==> src/rtl/dbg_route_pkg.sv <==
package dbg_route_pkg;
    typedef enum logic [1:0] {
        PL0 = 2'd0,
        PL1 = 2'd1,
        PL2 = 2'd2,
        PL3 = 2'd3
    } plevel_t;

    typedef enum logic {
        LK_OPEN = 1'b0,
        LK_HELD = 1'b1
    } lock_state_t;

    localparam logic [1:0] SPD_OFF = 2'b10;
    localparam int         NUM_PL  = 4;
    localparam int         STAT_W  = 4;
endpackage

==> src/rtl/dbg_target_sel.sv <==
module dbg_target_sel
    import dbg_route_pkg::*;
(
    input  logic    el2_en,
    input  logic    el3_present,
    input  logic    el3_aa64,
    input  logic    secure,
    input  logic    hyp_tge,
    input  logic    hyp_tde,
    output plevel_t tgt
);
    always_comb begin
        if (el2_en && (hyp_tge || hyp_tde))
            tgt = PL2;
        else if (el3_present && !el3_aa64 && secure)
            tgt = PL3;
        else
            tgt = PL1;
    end
endmodule

==> src/rtl/dbg_gen_policy.sv <==
module dbg_gen_policy
    import dbg_route_pkg::*;
(
    input  plevel_t           cur,
    input  plevel_t           tgt,
    input  logic              secure,
    input  logic [NUM_PL-1:0] el_aa64,
    input  logic              mon_sdd,
    input  logic [1:0]        mon_spd,
    input  logic              sys_kde,
    input  logic              dmask,
    input  logic              suser_dbg,
    input  logic              locked,
    input  logic              dlock,
    output logic              gen_en
);
    logic wide_ok;
    logic narrow_ok;

    // 64-bit rule set
    always_comb begin
        if (cur == PL3)
            wide_ok = 1'b0;
        else if (secure && mon_sdd)
            wide_ok = 1'b0;
        else if (cur == tgt)
            wide_ok = sys_kde && !dmask;
        else
            wide_ok = (tgt > cur);
    end

    // 32-bit rule set
    always_comb begin
        if (cur == PL0 && el_aa64[1])
            narrow_ok = wide_ok;
        else if (secure) begin
            if (cur == PL0 && suser_dbg)
                narrow_ok = 1'b1;
            else
                narrow_ok = (mon_spd != SPD_OFF);
        end else
            narrow_ok = (cur != PL2);
    end

    assign gen_en = !locked && !dlock && (el_aa64[cur] ? wide_ok : narrow_ok);
endmodule

==> src/rtl/dbg_lock_fsm.sv <==
module dbg_lock_fsm
    import dbg_route_pkg::*;
#(
    parameter int          KEY_W    = 32,
    parameter logic [31:0] LOCK_KEY = 32'hC5AC_CE55
) (
    input  logic              clk,
    input  logic              rst_n,
    input  logic              wr,
    input  logic              wr_aa64,
    input  logic [KEY_W-1:0]  wdata,
    output logic              locked,
    output logic [STAT_W-1:0] status
);
    localparam logic [KEY_W-1:0] KEY_VAL = LOCK_KEY[KEY_W-1:0];

    lock_state_t state, state_nx;
    logic        want_lock;

    assign want_lock = wr_aa64 ? wdata[0] : (wdata == KEY_VAL);

    always_comb begin
        state_nx = state;
        unique case (state)
            LK_HELD: if (wr && !want_lock) state_nx = LK_OPEN;
            LK_OPEN: if (wr && want_lock)  state_nx = LK_HELD;
            default: state_nx = LK_HELD;
        endcase
    end

    always_ff @(posedge clk or negedge rst_n) begin
        if (!rst_n) state <= LK_HELD;
        else        state <= state_nx;
    end

    always_comb begin
        unique case (state)
            LK_HELD: begin locked = 1'b1; status = 4'b1010; end
            LK_OPEN: begin locked = 1'b0; status = 4'b1000; end
            default: begin locked = 1'b1; status = 4'b1010; end
        endcase
    end

    // 64-bit write loads bit 0
    p_wide_write_r10: assert property (@(posedge clk) disable iff (!rst_n)
        (wr && wr_aa64) |=> (locked == $past(wdata[0])));
    // 32-bit write locks only on the key
    p_key_write_r10: assert property (@(posedge clk) disable iff (!rst_n)
        (wr && !wr_aa64) |=> (locked == $past(wdata == KEY_VAL)));
    // no strobe, no change
    p_hold_r10: assert property (@(posedge clk) disable iff (!rst_n)
        !wr |=> $stable(locked));
endmodule

==> src/rtl/dbg_exc_router.sv <==
module dbg_exc_router
    import dbg_route_pkg::*;
#(
    parameter int          KEY_W    = 32,
    parameter logic [31:0] LOCK_KEY = 32'hC5AC_CE55
) (
    input  logic              clk,
    input  logic              rst_n,
    input  logic [1:0]        cur_el,
    input  logic              secure,
    input  logic [NUM_PL-1:0] el_aa64,
    input  logic              el2_en,
    input  logic              el3_present,
    input  logic              hyp_tge,
    input  logic              hyp_tde,
    input  logic              mon_sdd,
    input  logic [1:0]        mon_spd,
    input  logic              sys_kde,
    input  logic              sys_ss,
    input  logic              dmask,
    input  logic              suser_dbg,
    input  logic              dlock,
    input  logic              lk_wr,
    input  logic              lk_wr_aa64,
    input  logic [KEY_W-1:0]  lk_wdata,
    output logic              gen_en,
    output logic [1:0]        tgt_el,
    output logic              ss_active,
    output logic              same_el,
    output logic [STAT_W-1:0] lk_status
);
    plevel_t cur;
    plevel_t tgt;
    logic    locked;

    assign cur = plevel_t'(cur_el);

    dbg_target_sel u_tsel (
        .el2_en      (el2_en),
        .el3_present (el3_present),
        .el3_aa64    (el_aa64[3]),
        .secure      (secure),
        .hyp_tge     (hyp_tge),
        .hyp_tde     (hyp_tde),
        .tgt         (tgt)
    );

    dbg_lock_fsm #(.KEY_W(KEY_W), .LOCK_KEY(LOCK_KEY)) u_lock (
        .clk     (clk),
        .rst_n   (rst_n),
        .wr      (lk_wr),
        .wr_aa64 (lk_wr_aa64),
        .wdata   (lk_wdata),
        .locked  (locked),
        .status  (lk_status)
    );

    dbg_gen_policy u_pol (
        .cur       (cur),
        .tgt       (tgt),
        .secure    (secure),
        .el_aa64   (el_aa64),
        .mon_sdd   (mon_sdd),
        .mon_spd   (mon_spd),
        .sys_kde   (sys_kde),
        .dmask     (dmask),
        .suser_dbg (suser_dbg),
        .locked    (locked),
        .dlock     (dlock),
        .gen_en    (gen_en)
    );

    assign tgt_el    = tgt;
    assign same_el   = (tgt == cur);
    assign ss_active = sys_ss && el_aa64[tgt] && gen_en;

    // hypervisor routing wins
    p_route_hyp_r1: assert property (@(posedge clk) disable iff (!rst_n)
        (el2_en && (hyp_tge || hyp_tde)) |-> (tgt_el == 2'd2));
    // top level in 64-bit never generates
    p_top_off_r3: assert property (@(posedge clk) disable iff (!rst_n)
        (cur_el == 2'd3 && el_aa64[3]) |-> !gen_en);
    // lock or double lock forces off
    p_lock_off_r6: assert property (@(posedge clk) disable iff (!rst_n)
        (lk_status[1] || dlock) |-> !gen_en);
    // single-step needs generation and a 64-bit destination
    p_ss_gate_r8: assert property (@(posedge clk) disable iff (!rst_n)
        ss_active |-> (gen_en && sys_ss && el_aa64[tgt_el]));
endmodule

==> config.mk <==
export PLATFORM = sky130hd
export DESIGN_NAME = dbg_exc_router
export DESIGN_NICKNAME = d
export VERILOG_FILES = /design/src/rtl/dbg_route_pkg.sv /design/src/rtl/dbg_target_sel.sv /design/src/rtl/dbg_gen_policy.sv /design/src/rtl/dbg_lock_fsm.sv /design/src/rtl/dbg_exc_router.sv
export SDC_FILE = /design/constraint.sdc
export NUM_CORES = 1
export LEC_CHECK = 0
export BUFFER_PORTS_ARGS = -buffer_cell sky130_fd_sc_hd__buf_2
export CAP_MARGIN = 10
export CORE_AREA = 8 8 45 47
export CTS_CLUSTER_DIAMETER = 30
export DETAILED_ROUTE_END_ITERATION = 10
export DIE_AREA = 0 0 53 55
export HOLD_SLACK_MARGIN = 0.06
export PLACE_DENSITY = 0.9
export SKIP_LAST_GASP = 1
export SYNTH_ARGS = -nofsm -noshare
export SYNTH_HDL_FRONTEND = slang
export SYNTH_SLANG_ARGS = --single-unit
==> constraint.sdc <==
create_clock -name clk -period 3.1 [get_ports clk]
set_input_delay 0.31 -clock clk [delete_from_list [all_inputs] [get_ports clk]]
set_output_delay 0.31 -clock clk [all_outputs]
set_load 0.02 [all_outputs]
# Word level (Yosys, flattened, before mapping)
# Cells that the tools add are included.
# word_totals
register_bits,1
out_inout_bits,9
inputBits,55
# classes
n_mux,19
bitwise,1
n_lt_le_gt_ge,3
n_eq_ne,6
reduce_logical,20
# op_table
cell,n
"32-bit equality test, second input constant",1
1-bit logical AND,13
1-bit 2-to-1 mux,12
4-bit case mux with 2 select lines,1
"2-bit by 3-bit less-than comparator with 1-bit output, second input constant",2
1-bit logical NOT,5
1-bit binary-select mux with 2-bit select,2
2-bit equality test,2
2-bit 2-to-1 mux,2
"2-bit != test, second input constant",2
1-bit case mux with 2 select lines,2
"2-bit equality test, second input constant",1
2-bit greater-than comparator,1
2-bit logical NOT,1
1-bit logical OR,1
1-bit NOT,1

# Logic depth before layout (Yosys ltp)
# Gate-level depths: netlist (run 1).
# depth
word_depth,13
depth_mapped,8
depth_no_buf,8

# By module
# A second synthesis (run 1) with hierarchy kept.
# unflattened
cells_unflattened,52
area_unflattened_um2,396.6
# by_module_without_submodules
mod,area_each_um2,cells_each,n_inst
dbg_lock_fsm,172.7,22,1
dbg_gen_policy,152.6,22,1
dbg_exc_router,50.0,5,1
dbg_target_sel,21.3,3,1

# Worst setup path before layout (run 1)
# No wires, ideal clock.
# synth_timing
kind,input to output
startpoint,input port hyp_tde
endpoint,output port gen_en
path_buffers,0
cell_stages,8
t_required_ps,2790
slack_ps,619
arrival_time_ps,2171
path_cell_list,o21a_1 -> inv_1 -> nand2_1 -> ha_1 -> and2_4 -> a222oi_1 -> o2111ai_1 -> a21boi_1
# synth_via
elab_chain_len,10
elab_cells_between_ends,11
cone_classes,order compare (1); eq/ne (1); mux (6); reduce/logical (3)
# synth_lines
element,line,source
"start, declared",dbg_exc_router.sv:15,"input logic hyp_tde,"
1-bit logical OR (*),dbg_target_sel.sv:13,if (el2_en && (hyp_tge || hyp_tde))
1-bit logical AND (*),dbg_target_sel.sv:13,
2-bit 2-to-1 mux (*),dbg_target_sel.sv:13,
net tgt_el[0],dbg_exc_router.sv:27,"output logic [1:0] tgt_el,"
2-bit greater-than comparator or 2-bit equality test (tied branches),"dbg_gen_policy.sv:29, dbg_gen_policy.sv:26",
1-bit 2-to-1 mux (*),dbg_gen_policy.sv:26,else if (cur == tgt)
1-bit 2-to-1 mux (*),dbg_gen_policy.sv:24,else if (secure && mon_sdd)
1-bit 2-to-1 mux (*),dbg_gen_policy.sv:22,if (cur == PL3)
1-bit 2-to-1 mux,dbg_gen_policy.sv:34,if (cur == PL0 && el_aa64[1])
1-bit 2-to-1 mux (*),dbg_gen_policy.sv:45,assign gen_en = !locked && !dlock && (el_aa64[cur] ? wide_ok : narrow_ok);
1-bit logical AND (*),dbg_gen_policy.sv:45,
"end, declared",dbg_exc_router.sv:26,"output logic gen_en,"
# Mark *: on every way through the listed nets, which the timed path passes. The rest lies on a longest branch.

# Worst setup path after layout (run 1)
# layout_timing
startpoint,input port hyp_tde
endpoint,output port gen_en
# layout_via
elab_chain_len,10
elab_cells_between_ends,11
cone_classes,order compare (1); eq/ne (1); mux (6); reduce/logical (3)
# layout_lines
element,line
1-bit logical OR (*),dbg_target_sel.sv:13
1-bit logical AND (*),dbg_target_sel.sv:13
2-bit 2-to-1 mux (*),dbg_target_sel.sv:13
2-bit greater-than comparator or 2-bit equality test (tied branches),"dbg_gen_policy.sv:29, dbg_gen_policy.sv:26"
1-bit 2-to-1 mux (*),dbg_gen_policy.sv:26
1-bit 2-to-1 mux (*),dbg_gen_policy.sv:24
1-bit 2-to-1 mux (*),dbg_gen_policy.sv:22
1-bit 2-to-1 mux,dbg_gen_policy.sv:34
1-bit 2-to-1 mux (*),dbg_gen_policy.sv:45
1-bit logical AND (*),dbg_gen_policy.sv:45
# Mark *: on every way between the ends. The rest lies on a longest branch, timed or not.

==> results of run 1 <==
==> critical path: stages <==
cell	delay, ns
buf_2	0.09
o21a_1	0.21
inv_1	0.09
nand2_1	0.08
ha_1	0.29
and2_4	0.15
a222oi_1	0.26
o2111ai_1	0.19
a21boi_1	0.14
buf_2	0.18
==> path summary, 6_finish.rpt <==
kind	startpoint	endpoint	slack [ns]	cells after the start
min in group clk	lk_wr	register	0.48	2
worst max register to register	register	register	2.31	2
worst min register to register	register	register	0.49	2
worst min-delay path	rst_n	async pin	0.25	1
worst max-delay path	hyp_tde	gen_en	0.79	10
max in group asynchronous	rst_n	async pin	2.83	1
==> Yosys cell counts, drive strengths merged <==
library cell  number
nand3b             1
a21boi             3
ha                 2
nor4bb             1
mux2i              1
a41oi              1
nor3               1
a21oi              2
o2bb2ai            1
nand2b             3
nor2               2
buf                4
o22a               1
nor4               2
inv                5
a222oi             1
a211o              1
and4b              1
o21a               1
conb               2
nand2              8
nand4              1
dfstp              1
o2111ai            1
nand3              1
o22ai              1
and2               1
nand4bb            2
==> cell families after synthesis <==
logic type / count (synthesis)
multiplexers: 1
flip-flops: 1
other: 2
AND/OR/NAND/NOR: 24
AO/OA/AOI/OAI: 13
adder cells (fa/ha/maj): 2
buffers and inverters: 9
==> area by class of cell <==
type                            instances  area share
Inverter                                5      0.0286
Multi-Input combinational cell         43       0.443
Sequential cell                         1      0.0401
Tap cell                               16      0.0305
Timing Repair Buffer                   60       0.458
==> report_power, final <==
group / total [mW] / switching, mW / internal (mW)
Sequential: 0.0159 / 0.000761 / 0.0151
Combinational: 0.0850 / 0.0403 / 0.0447
Clock: 0 / 0 / 0
==> per-stage QoR <==
| stage | instances | hold WS (ns) |
|---|---|---|
| final | 125 | 0.246 |
| after global routing | 125 | 0.252 |
| after CTS | 125 | 0.250 |
| after detailed placement | 125 | 0.250 |
| after global placement | 125 | 0.243 |
| after floorplan | 53 | 0.162 |
==> metal layers <==
layer | routed length (µm) | GRT usage
met4 | 14 | 0.0129
met1 | 593 | 0.113
met3 | 448 | 0.0989
met5 | 0 | 0
met2 | 691 | 0.197
==> summary.md, run 1 <==
| Metric | Value |
|---|---|
| Status | finished clean |
| Die X | 53 µm |
| Xor/xnor share of the synthesized area | 0 |
| Setup Crit Path Kind | in -> out |
| Highest-count cells in the layout ignoring fill and taps | buf_2 (60), nand2_1 (8), inv_1 (5) |
| Commonest non-fill, non-tap cell in the layout | buf_2 |
| Reg area | 26.3 µm² |
| Drt total wl | 1750 µm |
| Area occupied by multi-input gates | 290 µm² |
| Die area | 2920 µm² |
| RD Place Congestion | 0.943 |
| DRT antenna net count | 0 |
| Cell area after layout | 656 µm² |
| Layout area overhead | 81.3% |
| Overall power | 0.101 mW |
| DRT iter0 DRCs | 3 |
| Fillcell total | 144 |
| Ranking of synthesized cells by area | buf_4 (8.3%), nand2_1 (8.3%), dfstp_2 (7.3%) |
| Synth Area in Simple Gates | 0.398 |
| Max cap viols | 0 |
| Highest attainable clock frequency | 434 MHz |
| Final setup skew | 0 ns |
| Required time of the critical path | 2.79 ns |
| Port bufs | 60 |
| Synth Area in Compound Gates | 0.277 |
| Drt drc | 0 |
| Die height | 55 µm |
| Crit path capture type | output port |
| Setup Viol. Count Final | 0 |
| Final Hold Viols | 0 |
| Synth Cell Area | 362 µm² |
| Syn_area_per_cell | 6.95 µm² |
| Share of the synthesized area in the top cell type | 0.0830 |
| VDD IR-drop max | 0.0000870 V |
| Min-Delay Path Class | in -> async |
| Total core area | 1380 µm² |
| Final Cycle Share | 0.744 |
| TNS Setup | 0 ns |
| Post-synth top area cell | buf_4 |
| Largest net degree at the start of global routing | 7 |
| Register bit total from synthesis | 1 |
| Mux cell area share after synthesis | 0.0277 |
| Clk slew on worst S/H paths | 0 ns |
| WP data arrival | 2.00 ns |
| IO Count | 64 |
| Leak | 0.383 nW |
| Critical Path Fanout Max | 3 |
| Largest family of logic cells by synthesized area | simple AND/OR/NAND/NOR gates |
| GR Util All Layers | 0.118 |
| Final min period | 2.31 ns |
| Pwr per Cell Area | 154 nW/µm² |
| Hold_buf cts | 0 |
| Fin util | 0.474 |
| Grt total ovfl | 0 |
| Post-CTS resize count | 0 |
| Routed via count | 596 |
| Area of placed instances | 656 µm² |
| Setup bufs post-CTS | 0 |
| Routed length per placed instance | 14.0 µm |
| Adder-cell share of the synthesized area | 0.0692 |
| First-pass GRT wire length | 2750 µm |
| Post-Place Setup Slack | 0.770 ns |
| RSZ-0062 raised after global routing | no |
| Synth warnings | 0 |
| Initial antenna violation count | 0 |
| Fraction of layout cells with a size suffix above 1 | 0.569 |
| Pre-antenna DRT Iters | 4 |
| Register area share after synthesis | 0.0727 |
| Vias in the first global route | 715 |
| Dpl hpwl | 1680 µm |
| Diode count | 0 |
| Slew Limit Fails | 0 |
| Count of different cell masters after synthesis | 29 |
| Clk_lat worst skew | 0 ns |
| Initial Util | 0.261 |
| Num rows | 14 |
| Post-Synthesis Cells | 52 |
| Final net count | 168 |
| Vias/cell | 4.77 |
| Startpoint types | input pin |
| Fin worst setup slack | 0.794 ns |
No activity file was read; power rests on OpenSTA's default activity.
==> run 2, diff against run 1 <==
--- a/config.mk
+++ b/config.mk
@@ -7,12 +7,12 @@
 export LEC_CHECK = 0
 export BUFFER_PORTS_ARGS = -buffer_cell sky130_fd_sc_hd__buf_2
 export CAP_MARGIN = 10
-export CORE_AREA = 8 8 45 47
+export CORE_MARGIN = 8
+export CORE_UTILIZATION = 26
 export CTS_CLUSTER_DIAMETER = 30
 export DETAILED_ROUTE_END_ITERATION = 10
-export DIE_AREA = 0 0 53 55
 export HOLD_SLACK_MARGIN = 0.06
-export PLACE_DENSITY = 0.9
+export PLACE_DENSITY = 0.87
 export SKIP_LAST_GASP = 1
 export SYNTH_ARGS = -nofsm -noshare
 export SYNTH_HDL_FRONTEND = slang
==> constraint.sdc (replaced) <==
create_clock -name clk -period 2.23 [get_ports clk]
set_input_delay 0.223 -clock clk [delete_from_list [all_inputs] [get_ports clk]]
set_output_delay 0.223 -clock clk [all_outputs]
set_load 0.02 [all_outputs]
==> run 2 against run 1 <==
Core utilization rose by 8.6 points. Design area up 11%. Flip-flop and latch count did not move. Largest power group unchanged. Cell count is 0.80% higher. Power rose by 56%. Highest routed layer is now met3. Worst hold slack lost 0.090 ns. Via count is 3.4% higher. Global-route usage is 0.46 points higher.
==> summary.md, run 2 (synthesis gave the netlist of run 1 again) <==
| Metric | Value |
|---|---|
| Status | finished clean (unchanged) |
| Dpl hpwl | 1720 µm (was 1680 µm) |
| Highest attainable clock frequency | 469 MHz |
| Final setup skew | 0 ns (unchanged) |
| Total core area | 1300 µm² (was 1380 µm²) |
| Worst stage delay on the critical path | 0.35 ns (was 0.29 ns) |
| CP max stage cell | a222oi_1 (was ha_1) |
| Final net count | 170 (was 168) |
| Fin worst setup slack | 0.0978 ns (was 0.794 ns) |
| Setup Viol. Count Final | 0 (unchanged) |
| Drt total wl | 1830 µm (was 1750 µm) |
| M1 WL | 561 µm (was 593 µm) |
| Highest-count cells in the layout ignoring fill and taps | buf_2 (56), nand2_1 (7), inv_1 (4), buf_6 (4) (was buf_2 (60), nand2_1 (8), inv_1 (5)) |
| Routed length per placed instance | 14.5 µm (was 14.0 µm) |
| Max cap viols | 0 (unchanged) |
| Worst path top cell family by delay | compound AO/OA/AOI/OAI gates (unchanged) |
| Critical-path cell list | buf_2, nand3b_1, nand2_4, ha_4, and2_4, a222oi_1, o2111ai_2, a21boi_2, buf_6 (was buf_2, o21a_1, inv_1, nand2_1, ha_1, and2_4, a222oi_1, o2111ai_1, a21boi_1, buf_2) |
| Grt total ovfl | 0 (unchanged) |
| TNS Setup | 0 ns (unchanged) |
| Hold_buf cts | 0 (unchanged) |
| RD Place Congestion | 0.916 (was 0.943) |
| Largest net degree at the start of global routing | 7 (unchanged) |
| Met3 Wirelength | 409 µm (was 448 µm) |
| Final Hold Viols | 0 (unchanged) |
| VDD IR-drop max | 0.000112 V (was 0.0000870 V) |
| Cell depth of the worst flop-to-flop path | 2 (unchanged) |
| Critical Path Fanout Max | 2 (was 3) |
| Startpoint types | input pin (unchanged) |
| WP data arrival | 1.91 ns (was 2.00 ns) |
| Critical Path Source | el_aa64[3] (was hyp_tde) |
| Top Metal Used | met3 (was met4) |
| Slew Limit Fails | 0 (unchanged) |
| Fraction of layout cells with a size suffix above 1 | 0.631 (was 0.569) |
| First-pass GRT wire length | 2750 µm (about the same) |
| Vias in the first global route | 700 (was 715) |
| Post-Place Setup Slack | -0.0305 ns (was 0.770 ns) |
| DRT antenna net count | 0 (unchanged) |
| Initial antenna violation count | 0 (unchanged) |
| Initial Util | 0.278 (was 0.261) |
| Fin util | 0.560 (was 0.474) |
| Diode count | 0 (unchanged) |
| Worst path bufs/invs | 2 (was 3) |
| Vias/cell | 4.89 (was 4.77) |
| Hold Slack | 0.156 ns (was 0.246 ns) |
| Pre-antenna DRT Iters | 4 (unchanged) |
| Clk slew on worst S/H paths | 0 ns (about the same) |
| Final Cycle Share | 0.956 |
| Port bufs | 60 (unchanged) |
| Drt drc | 0 (unchanged) |
| RSZ-0062 raised after global routing | yes (was no) |
| WL met2 | 858 µm (was 691 µm) |
| Required time of the critical path | 2.01 ns (was 2.79 ns) |
| Layout area overhead | 101% (was 81.3%) |
| Final min period | 2.13 ns |
| Num rows | 13 (was 14) |
| Overall power | 0.157 mW (was 0.101 mW) |
| GR Util All Layers | 0.122 (was 0.118) |
| Min-Delay Path Class | in -> async (unchanged) |
| Setup Crit Path Kind | in -> out (unchanged) |
| Commonest non-fill, non-tap cell in the layout | buf_2 (unchanged) |
| IO Count | 64 (unchanged) |
| Routed via count | 616 (was 596) |
| Die X | 53.3 µm (was 53 µm) |
| Clk_lat worst skew | 0 ns (about the same) |
| Crit path capture type | output port (unchanged) |
| Die area | 2840 µm² (was 2920 µm²) |
| DRT iter0 DRCs | 9 (was 3) |
| Leak | 0.400 nW (was 0.383 nW) |
| R2R setup slack | 1.45 ns (was 2.31 ns) |
| Pwr per Cell Area | 216 nW/µm² (was 154 nW/µm²) |
| Die height | 53.3 µm (was 55 µm) |
-- run 2: changes by cell type in the layout (fill, tap and decap cells not counted), sizes merged --
cell	delta
buf	+2
-- run 2: final cells by class --
cell class,instances,area [µm²]
fillers,138,573
flip-flops and latches,1,26.3
repair buffers,62,340
inverters,5,18.8
well taps,15,18.8
multi-input cells,43,324
-- run 2: worst max path at each step --
stage                     slack, ns        end  cells past startpoint
final                           0.1     gen_en                      9
after global routing          -0.03     gen_en                     10
after CTS                      0.06  ss_active                     10
after detailed placement      -0.03     gen_en                     10
after global placement          0.1     gen_en                     10
after floorplan                0.02     gen_en                      8
-- run 2: worst register-to-register path: cells and delay by family (launching register included) --
kind                   cells  cell delay (ns)
AOI/OAI and AO/OA          1             0.15
buffers and inverters      1             0.04
DFF                        1             0.51
-- run 2: stage by stage --
step / instances / cell area, µm²
finish: 126 / 728
global route: 126 / 728
CTS: 125 / 699
detailed placement: 124 / 664
global placement: 124 / 664
floorplan: 53 / 375
-- run 2: per-layer routing --
metal,vias up,GRT usage
li1,304,-
met1,255,0.107
met2,57,0.234
met3,0,0.0868
met4,0,0
met5,-,0
-- run 2: power by group --
group | switching (mW) | total, mW | internal (mW)
combinational | 0.0616 | 0.135 | 0.0734
clock | 0 | 0 | 0
sequential | 0.000976 | 0.0219 | 0.0210
total | 0.0626 | 0.157 | 0.0944
-- run 2: timing repair --
item	CTS	global route
pin swaps	5	4
setup endpoints to repair	2	2
gates resized for setup	6	4
setup buffers	1	1
==> run 3, diff against run 2 <==
--- a/config.mk
+++ b/config.mk
@@ -12,7 +12,7 @@
 export CTS_CLUSTER_DIAMETER = 30
 export DETAILED_ROUTE_END_ITERATION = 10
 export HOLD_SLACK_MARGIN = 0.06
-export PLACE_DENSITY = 0.87
+export PLACE_DENSITY = 0.79
 export SKIP_LAST_GASP = 1
 export SYNTH_ARGS = -nofsm -noshare
 export SYNTH_HDL_FRONTEND = slang
==> run 3 against run 2 <==
Core utilization decreased by 2.0 points. Cell count decreased by 1.6%. First-iteration DRC count shrank 78%. Global-route usage is 0.61 points lower. Critical endpoint is now ss_active.
==> summary.md, run 3 (synthesis gave the netlist of run 1 again) <==
| Metric | Value |
|---|---|
| Drt total wl | 1860 µm (was 1830 µm) |
| Diode count | 0 (unchanged) |
| Num rows | 13 (unchanged) |
| Dpl hpwl | 1720 µm (about the same) |
| Leak | 0.387 nW (was 0.400 nW) |
| Min-Delay Path Class | in -> async (unchanged) |
| R2R setup slack | 1.44 ns (was 1.45 ns) |
| Slew Limit Fails | 0 (unchanged) |
| Port bufs | 60 (unchanged) |
| Final setup skew | 0 ns (unchanged) |
| Max cap viols | 0 (unchanged) |
| Drt drc | 0 (unchanged) |
| Clk_lat worst skew | 0 ns (about the same) |
| Setup Viol. Count Final | 0 (unchanged) |
| Hold_buf cts | 0 (unchanged) |
| Critical Path Source | hyp_tge (was el_aa64[3]) |
| Required time of the critical path | 2.01 ns (about the same) |
| Fin worst setup slack | 0.0687 ns (was 0.0978 ns) |
| Fin util | 0.539 (was 0.560) |
| Die area | 2840 µm² (unchanged) |
| RD Place Congestion | 0.783 (was 0.916) |
| First-pass GRT wire length | 2660 µm (was 2750 µm) |
| Commonest non-fill, non-tap cell in the layout | buf_2 (unchanged) |
| Pre-antenna DRT Iters | 4 (unchanged) |
| Status | finished clean (unchanged) |
| Crit path capture type | output port (unchanged) |
| Area occupied by multi-input gates | 319 µm² (was 324 µm²) |
| Fraction of layout cells with a size suffix above 1 | 0.624 (was 0.631) |
| Critical Path Fanout Max | 3 (was 2) |
| CP max stage cell | a222oi_1 (unchanged) |
| Worst stage delay on the critical path | 0.36 ns (was 0.35 ns) |
| Routed via count | 595 (was 616) |
| Initial antenna violation count | 0 (unchanged) |
| Die X | 53.3 µm (unchanged) |
| Final min period | 2.16 ns (was 2.13 ns) |
| IO Count | 64 (unchanged) |
| Total core area | 1300 µm² (unchanged) |
| Vias in the first global route | 695 (was 700) |
| VDD IR-drop max | 0.000128 V (was 0.000112 V) |
| Clk slew on worst S/H paths | 0 ns (about the same) |
| DRT antenna net count | 0 (unchanged) |
| Highest attainable clock frequency | 463 MHz (was 469 MHz) |
| RSZ-0062 raised after global routing | yes (unchanged) |
| Setup bufs post-CTS | 0 (was 1) |
| Largest net degree at the start of global routing | 7 (unchanged) |
| Critical-path cell list | buf_6, o21a_1, inv_2, nand2_2, ha_4, and2_4, a222oi_1, o2111ai_2, a21boi_2, buf_6 (was buf_2, nand3b_1, nand2_4, ha_4, and2_4, a222oi_1, o2111ai_2, a21boi_2, buf_6) |
| Setup Crit Path Kind | in -> out (unchanged) |
| DRT iter0 DRCs | 2 (was 9) |
| Layout area overhead | 94.1% (was 101%) |
| Final net count | 168 (was 170) |
| WP data arrival | 1.94 ns (was 1.91 ns) |
| Reg area | 26.3 µm² (unchanged) |
| Die height | 53.3 µm (unchanged) |
| Final Hold Viols | 0 (unchanged) |
| Highest-count cells in the layout ignoring fill and taps | buf_2 (57), nand2_1 (7), inv_1 (4) (was buf_2 (56), nand2_1 (7), inv_1 (4), buf_6 (4)) |
| Initial Util | 0.278 (unchanged) |
| TNS Setup | 0 ns (unchanged) |
| Pwr per Cell Area | 217 nW/µm² (was 216 nW/µm²) |
| Grt total ovfl | 0 (unchanged) |
| Final Cycle Share | 0.969 (was 0.956) |
| Post-Place Setup Slack | 0.00175 ns (was -0.0305 ns) |
| Startpoint types | input pin (unchanged) |
| Routed length per placed instance | 15.0 µm (was 14.5 µm) |
| Cell mode on critical path | buf_6 |
| Fillcell total | 136 (was 138) |
| Vias/cell | 4.80 (was 4.89) |
| GR Util All Layers | 0.116 (was 0.122) |
## run 3: path summary, 6_finish.rpt
check                           cells past startpoint   endpoint
worst max-delay path                               10  ss_active
max in group asynchronous                           1  async pin
worst max register to register                      2   register
worst min register to register                      2   register
worst min-delay path                                1  async pin
min in group clk                                    2   register
## run 3: cell type report
class,count,area share
Timing Repair Buffer,60,0.455
Sequential cell,1,0.0374
Multi-Input combinational cell,43,0.455
Inverter,5,0.0267
Tap cell,15,0.0267
## run 3: layer usage
layer	track usage	share of wire	wire (µm)	vias up
met5	0	0	0	-
met4	0	0	0	0
met3	0.0784	0.19	347	0
met2	0.213	0.49	917	48
met1	0.112	0.32	595	245
li1	-	-	-	302
## run 3: through the flow
stage | hold WS, ns | total power, mW | instance area, µm² | std cells
after global placement | 0.160 | 0.139 | 664 | 124
final | 0.159 | 0.153 | 702 | 124
after detailed placement | 0.161 | 0.143 | 664 | 124
after floorplan | 0.0752 | 0.0842 | 375 | 53
after global routing | 0.163 | 0.167 | 702 | 124
after CTS | 0.161 | 0.144 | 667 | 124
## run 3: repair_timing
item	CTS	global route
resized for setup	1	7
endpoints found under the setup margin	1	2
pin swaps	1	5
## run 3: worst max-delay path, delay by kind of cell
| family | cells | cell delay, ns |
|---|---|---|
| buf+inv | 3 | 0.30 |
| fa+ha+maj | 1 | 0.22 |
| compound gates | 4 | 0.99 |
| simple gates | 2 | 0.20 |
## run 3: where the power goes
part	switching (mW)	internal, mW	leakage [nW]
combinational	0.0610	0.0694	0.377
clock	0	0	0
sequential	0.00112	0.0210	0.0104
